[config.mk]
export PLATFORM = sky130hd
export DESIGN_NAME = swr_rom_layer
export DESIGN_NICKNAME = d
export VERILOG_FILES = /design/src/rtl/swr_rom_pkg.sv /design/src/rtl/swr_id_source.sv /design/src/rtl/swr_slot_counter.sv /design/src/rtl/swr_cmd_shift.sv /design/src/rtl/swr_rom_layer.sv
export SDC_FILE = /design/constraint.sdc
export NUM_CORES = 1
export LEC_CHECK = 0
export ABC_AREA = 1
export BUFFER_PORTS_ARGS = -buffer_cell sky130_fd_sc_hd__buf_4
export CAP_MARGIN = 5
export CELL_PAD_IN_SITES_DETAIL_PLACEMENT = 1
export CELL_PAD_IN_SITES_GLOBAL_PLACEMENT = 2
export CORE_MARGIN = 1
export CORE_UTILIZATION = 28
export DETAILED_ROUTE_END_ITERATION = 8
export PLACE_DENSITY_LB_ADDON = 0.1
export RECOVER_POWER = 25
export SLEW_MARGIN = 0
export SYNTH_ARGS = -nofsm -noshare
export SYNTH_HDL_FRONTEND = slang
export SYNTH_HIERARCHICAL = 1
export SYNTH_SLANG_ARGS = --single-unit
[constraint.sdc]
create_clock -name clk -period 2.1 [get_ports clk]
set_input_delay 0.21 -clock clk [delete_from_list [all_inputs] [get_ports clk]]
set_output_delay 0.21 -clock clk [all_outputs]
set_load 0.02 [all_outputs]
[src/rtl/swr_rom_pkg.sv]
// Shared definitions for the single-wire ROM command layer.
// Assumes identities are 64 bits sent least significant bit first.
package swr_rom_pkg;

    localparam int ID_BITS  = 64;
    localparam int CMD_BITS = 8;
    localparam logic [7:0] CRC_POLY_REFL = 8'h8C;

    localparam logic [7:0] OP_READ_ID  = 8'h33;
    localparam logic [7:0] OP_MATCH    = 8'h55;
    localparam logic [7:0] OP_SEARCH   = 8'hF0;
    localparam logic [7:0] OP_SKIP     = 8'hCC;
    localparam logic [7:0] OP_RESUME   = 8'hA5;
    localparam logic [7:0] OP_OD_SKIP  = 8'h3C;
    localparam logic [7:0] OP_OD_MATCH = 8'h69;

    typedef enum logic [2:0] {
        ST_IDLE,
        ST_CMD,
        ST_TXID,
        ST_MATCH,
        ST_SRCH_TRUE,
        ST_SRCH_COMP,
        ST_SRCH_DIR,
        ST_SEL
    } rom_state_e;

    // Reflected CRC-8 (x^8+x^5+x^4+1) of 56 bits fed LSB first from zero.
    function automatic logic [7:0] id_crc8(input logic [55:0] d);
        logic [7:0] c;
        logic       fb;
        c = '0;
        for (int i = 0; i < 56; i++) begin
            fb = c[0] ^ d[i];
            c  = c >> 1;
            if (fb) c = c ^ CRC_POLY_REFL;
        end
        return c;
    endfunction

endpackage

[src/rtl/swr_id_source.sv]
// Fixed identity: family, serial and computed check byte.
// Presents the identity bit at the given index; purely combinational.
module swr_id_source
    import swr_rom_pkg::*;
#(
    parameter logic [7:0]  FAMILY = 8'h23,
    parameter logic [47:0] SERIAL = 48'h0,
    parameter int          IDX_W  = 6
) (
    input  logic [IDX_W-1:0] idx_i,
    output logic             bit_o
);
    localparam logic [ID_BITS-1:0] IDENT = {id_crc8({SERIAL, FAMILY}), SERIAL, FAMILY};

    // Select one identity bit.
    always_comb bit_o = IDENT[idx_i];
endmodule

[src/rtl/swr_slot_counter.sv]
// Slot index counter shared by command and identity phases.
// Assumes clear takes priority over step.
module swr_slot_counter #(
    parameter int W = 6
) (
    input  logic         clk,
    input  logic         rst_n,
    input  logic         clr_i,
    input  logic         step_i,
    output logic [W-1:0] idx_o
);
    // Count completed slots within a phase.
    always_ff @(posedge clk) begin
        if (!rst_n)      idx_o <= '0;
        else if (clr_i)  idx_o <= '0;
        else if (step_i) idx_o <= idx_o + W'(1);
    end
endmodule

[src/rtl/swr_cmd_shift.sv]
// Assembles the command byte, least significant bit first.
// next_o shows the byte including the bit being shifted now.
module swr_cmd_shift
    import swr_rom_pkg::*;
(
    input  logic                clk,
    input  logic                rst_n,
    input  logic                shift_i,
    input  logic                bit_i,
    output logic [CMD_BITS-1:0] next_o
);
    logic [CMD_BITS-1:0] sr_q;

    // Byte view after the current bit enters at the top.
    always_comb next_o = {bit_i, sr_q[CMD_BITS-1:1]};

    // Shift one received bit per receive slot.
    always_ff @(posedge clk) begin
        if (!rst_n)       sr_q <= '0;
        else if (shift_i) sr_q <= next_o;
    end
endmodule

[src/rtl/swr_rom_layer.sv]
// Network addressing layer of a single-wire slave.
// Assumes the bit layer pulses bus_reset_i once per reset/presence cycle and
// answers each slot request with exactly one slot_done_i pulse.
module swr_rom_layer
    import swr_rom_pkg::*;
#(
    parameter logic [7:0]  FAMILY = 8'h23,
    parameter logic [47:0] SERIAL = 48'h00_3E_A1_5C_07_D9
) (
    input  logic clk,
    input  logic rst_n,
    input  logic bus_reset_i,
    input  logic reset_long_i,
    output logic slot_req_o,
    output logic slot_send_o,
    output logic slot_tx_o,
    input  logic slot_done_i,
    input  logic slot_rx_i,
    output logic od_o,
    output logic mem_sel_o
);
    localparam int IDX_W = $clog2(ID_BITS);

    rom_state_e          state_q;
    logic                resume_q, od_q, od_entry_q, odm_q;
    logic [IDX_W-1:0]    idx;
    logic                id_bit, done, last_cmd, last_id, mism, step, clr;
    logic [CMD_BITS-1:0] cmd_next;

    swr_id_source #(.FAMILY(FAMILY), .SERIAL(SERIAL), .IDX_W(IDX_W)) u_id (
        .idx_i(idx), .bit_o(id_bit)
    );

    swr_slot_counter #(.W(IDX_W)) u_cnt (
        .clk(clk), .rst_n(rst_n), .clr_i(clr), .step_i(step), .idx_o(idx)
    );

    swr_cmd_shift u_cmd (
        .clk(clk), .rst_n(rst_n), .shift_i(done && state_q == ST_CMD),
        .bit_i(slot_rx_i), .next_o(cmd_next)
    );

    // Slot completion and phase-end decode.
    always_comb begin
        done     = slot_done_i && slot_req_o;
        last_cmd = idx == IDX_W'(CMD_BITS - 1);
        last_id  = idx == IDX_W'(ID_BITS - 1);
        mism     = slot_rx_i != id_bit;
        clr      = bus_reset_i || (done && state_q == ST_CMD && last_cmd);
        step     = done && (state_q == ST_CMD || state_q == ST_TXID ||
                            state_q == ST_MATCH || state_q == ST_SRCH_DIR);
    end

    // Slot request outputs decoded from the state.
    always_comb begin
        slot_req_o  = 1'b0;
        slot_send_o = 1'b0;
        slot_tx_o   = 1'b1;
        case (state_q)
            ST_CMD, ST_MATCH, ST_SRCH_DIR: slot_req_o = 1'b1;
            ST_TXID, ST_SRCH_TRUE: begin
                slot_req_o  = 1'b1;
                slot_send_o = 1'b1;
                slot_tx_o   = id_bit;
            end
            ST_SRCH_COMP: begin
                slot_req_o  = 1'b1;
                slot_send_o = 1'b1;
                slot_tx_o   = ~id_bit;
            end
            default: ;
        endcase
        mem_sel_o = state_q == ST_SEL;
        od_o      = od_q;
    end

    // Command sequencing and flag upkeep.
    always_ff @(posedge clk) begin
        if (!rst_n) begin
            state_q    <= ST_IDLE;
            resume_q   <= 1'b0;
            od_q       <= 1'b0;
            od_entry_q <= 1'b0;
            odm_q      <= 1'b0;
        end else if (bus_reset_i) begin
            state_q <= ST_CMD;
            if (reset_long_i) od_q <= 1'b0;
        end else if (done) begin
            case (state_q)
                ST_CMD: if (last_cmd) begin
                    case (cmd_next)
                        OP_READ_ID:  begin resume_q <= 1'b0; state_q <= ST_TXID; end
                        OP_MATCH:    begin resume_q <= 1'b0; odm_q <= 1'b0; state_q <= ST_MATCH; end
                        OP_SEARCH:   begin resume_q <= 1'b0; state_q <= ST_SRCH_TRUE; end
                        OP_SKIP:     begin resume_q <= 1'b0; state_q <= ST_SEL; end
                        OP_RESUME:   state_q <= resume_q ? ST_SEL : ST_IDLE;
                        OP_OD_SKIP:  begin resume_q <= 1'b0; od_q <= 1'b1; state_q <= ST_SEL; end
                        OP_OD_MATCH: begin
                            resume_q   <= 1'b0;
                            odm_q      <= 1'b1;
                            od_entry_q <= od_q;
                            od_q       <= 1'b1;
                            state_q    <= ST_MATCH;
                        end
                        default:     state_q <= ST_IDLE;
                    endcase
                end
                ST_TXID: if (last_id) state_q <= ST_SEL;
                ST_MATCH: begin
                    if (mism) begin
                        state_q <= ST_IDLE;
                        if (odm_q) od_q <= od_entry_q;
                    end else if (last_id) begin
                        resume_q <= 1'b1;
                        state_q  <= ST_SEL;
                    end
                end
                ST_SRCH_TRUE: state_q <= ST_SRCH_COMP;
                ST_SRCH_COMP: state_q <= ST_SRCH_DIR;
                ST_SRCH_DIR: begin
                    if (mism)         state_q <= ST_IDLE;
                    else if (last_id) begin
                        resume_q <= 1'b1;
                        state_q  <= ST_SEL;
                    end else          state_q <= ST_SRCH_TRUE;
                end
                default: ;
            endcase
        end
    end
endmodule

==> flow_summary_export.csv <==
group,metric,value,unit
timing,slew_headroom,59.2,%
global_route,grt_pass1_vias,1672,
synth,synth_edf_count,0,
worst_setup_path,start_kind,"flip-flop",
floorplanning,io_pins,11,
synth,netlist_area,0.00160,mm2
global_route,grt_usage,16.0,%
route,wl_met1,2210,um
route,vias_per_cell,4.58,
pwr,power_density,527,mW/mm2
synth,synth_cell_types,25,
synth,yosys-top-cells-area,"dfxtp_1 25%, nand2_1 22%, nor2_1 14%, inv_1 8.2%, nand3_1 5.6%",
global_route,grt_max_degree,15,
route,wl_met3,58,um
route,dr_wl_met2,2290,um
synth,synthTopCellsByCount,"92 x nand2_1, 60 x nor2_1, 35 x inv_1",
floorplanning,fp.dieW,77.6,um
worst_setup_path,cp_max_fo,5,
route,drc,0,
final_layout,multiInputGateArea,0.00108,mm2
route,drtIter0Drc,51,
route,top_layer,"met4",
worst_setup_path,crit_required,1.89,ns
synth,async_reset_ff_share,0,%
clock_tree,clock_sinks,20,
synth,synth_area_per_cell,5.58,um2
run_status,outcome,"finished clean",
route,route.detailed.wl_per_inst,12.2,um
placement,portBuffers,10,
clock_tree,clock-root-buffer,"clkbuf_8",
synth,yosys_warnings,6,
timing,fin_worst_skew,0.00683,ns
pwr,p_total,0.00103,W
pwr,peakVddDrop,0.205,mV
floorplanning,rows,27,
clock_tree,ctsHoldBuffers,0,
synth,yosysSeqAreaShare,25.0,%
worst_setup_path,crit_chain,"inv_4, ha_4, nand2_2, nand3_2, nand2_1, nand2_1, nand2_1, nand2_1, nand2_2, o211ai_1, buf_4",
clock_tree,clk_pin_slew,0.09,ns
global_route,overflow,0,
timing,rsz0062_at_grt,"true",
worst_setup_path,end_kind,"primary output",
synth,yosysTopAreaCell,"dfxtp_1",
synth,ys.flop_type,"dfxtp_1",
worst_setup_path,path_common_cell,"nand2_1",
synth,syn_nets,299,
worst_setup_path,max_stage_delay,0.37,ns
placement,post-dp-hpwl,3500,um
final_layout,final_util,35.4,%
timing,finalHoldViolations,0,
final_layout,fin_cells,379,
synth,synth_top_area_share,25.0,%
final_layout,fillers,773,
clock_tree,clk_latency,0.27,ns
clock_tree,cts.htree.levels,1,
timing,drv_slew,0,
synth,ys_ff_latch,20,
global_route,grt_pass1_wl,7700,um
final_layout,layout-drive-gt1-share,16.6,%
timing,min_period_over_period,96.3,%
floorplanning,core_area,0.00551,mm2
final_layout,nets,320,
final_layout,area_delta_synth_final,21.8,%
clock_tree,cts_buffers,3,
final_layout,diodes,0,
pwr,power_leakage,0.892,nW
placement,gp_congestion,0.820,
worst_setup_path,critical_path.slowest_cell,"dfxtp_2",
timing,period_minus_slack,2.02,ns
floorplanning,fp.dieArea,0.00603,mm2
timing,finalSetupViolCount,0,
timing,worst_slew_pin_slew,0.612,ns
route,routed_wl,4610,um
worst_setup_path,timing_worst_setup_path_type,"reg2out",
timing,fmax,495,MHz
timing,fin_setup_tns,0,ns
floorplanning,dieHeight,77.6,um
clock_tree,cts_tree,"yes",
final_layout,seq_area,403,um2
global_route,antenna_found_initial,0,
synth,netlist_instances,287,
synth,yosysMostFrequentCell,"nand2_1",
floorplanning,initial_utilization,29.1,%
route,drtAntennaViolNets,0,
worst_setup_path,cp_data_arrival_time,1.81,ns
clock_tree,cts_buffer_depth,2,
flow_run,max_cap_violations,0,
hold_path,holdCritPathClass,"in2reg",
route,vias,1735,
route,firstDrtPassIters,4,
placement,placedCellCount,373,
layout make-up:
class | instances | area share, %
Multi-Input combinational cell | 221 | 55.5
Sequential cell | 20 | 20.7
Inverter | 43 | 8.40
Timing Repair Buffer | 19 | 7.18
Tap cell | 72 | 4.62
Clock buffer | 3 | 2.12
Clock inverter | 1 | 1.54
critical path: cells and delay by family (launching register included):
family	cells	cell delay, ns
AO/OA/AOI/OAI	1	0.21
adder cells (fa/ha/maj)	1	0.26
buffers and inverters	2	0.24
flip-flops	1	0.37
AND/OR/NAND/NOR	7	0.46
path summary, 6_finish.rpt:
kind | startpoint | endpoint | slack, ns | cells after the start
setup reg to reg | u_cnt/idx_o[1]$_SDFFE_PP0P_ | od_o$_SDFFE_PN0P_ | 0.16 | 17
hold / removal | bus_reset_i | state_q[1]$_SDFFE_PP0P_ | 0.24 | 4
setup / recovery | u_cnt/idx_o[1]$_SDFFE_PP0P_ | slot_tx_o | 0.08 | 11
hold reg to reg | resume_q$_SDFFE_PN0P_ | resume_q$_SDFFE_PN0P_ | 0.51 | 2
cell usage in the layout (no fill, tap or decap), types with 6 or more instances in the layout:
| cell type | instances |
|---|---|
| nand2_1 | 90 |
| nor2_1 | 60 |
| inv_1 | 34 |
| dfxtp_1 | 18 |
| nand3_1 | 17 |
| buf_4 | 14 |
| a21oi_1 | 11 |
| o21ai_0 | 8 |
| inv_2 | 7 |
| nand2_2 | 6 |
metal layers:
layer	track usage [%]	up-vias
li1	-	923
met1	20.7	798
met2	27.4	9
met3	2.12	5
met4	5.09	0
met5	0	-
power by group:
part	switching (W)	internal, W
combinational	0.000123	0.0000709
sequential	0.0000215	0.000395
clock	0.000163	0.000255
total	0.000307	0.000721
stage by stage:
step	hold slack [ns]	area (um2)	setup slack [ns]
3_3_place_gp	0.485	1790	0.0541
5_1_grt	0.229	1950	-0.0738
2_1_floorplan	0.330	1600	0.0849
4_1_cts	0.228	1860	0.0381
3_5_place_dp	0.489	1790	0.0651
6_report	0.235	1950	0.0783
cell families (layout without fill, tap and decap cells):
kind of cell / Yosys count / in the layout / share of synthesized area (%)
buffers and inverters: 46 / 66 / 12.0
xor gates and xnor gates: 1 / 1 / 0.547
and+or+nand+nor: 186 / 186 / 48.3
AOI/OAI and AO/OA: 28 / 28 / 9.53
adders and majority gates: 6 / 6 / 4.69
DFF: 20 / 20 / 25.0
registers in the layout (all words and copies together) (netlist names):
signal / flops
od_entry_q: 1
od_o: 1
odm_q: 1
resume_q: 1
state_q: 3
u_cmd/sr_q: 7
u_cnt/idx_o: 6
what timing repair did:
action,4_1_cts,5_1_grt
setup endpoints to repair,0,6
gates resized for setup,0,22
buffers inserted,0,2
Note: power is estimated with default switching activity, not from simulation.
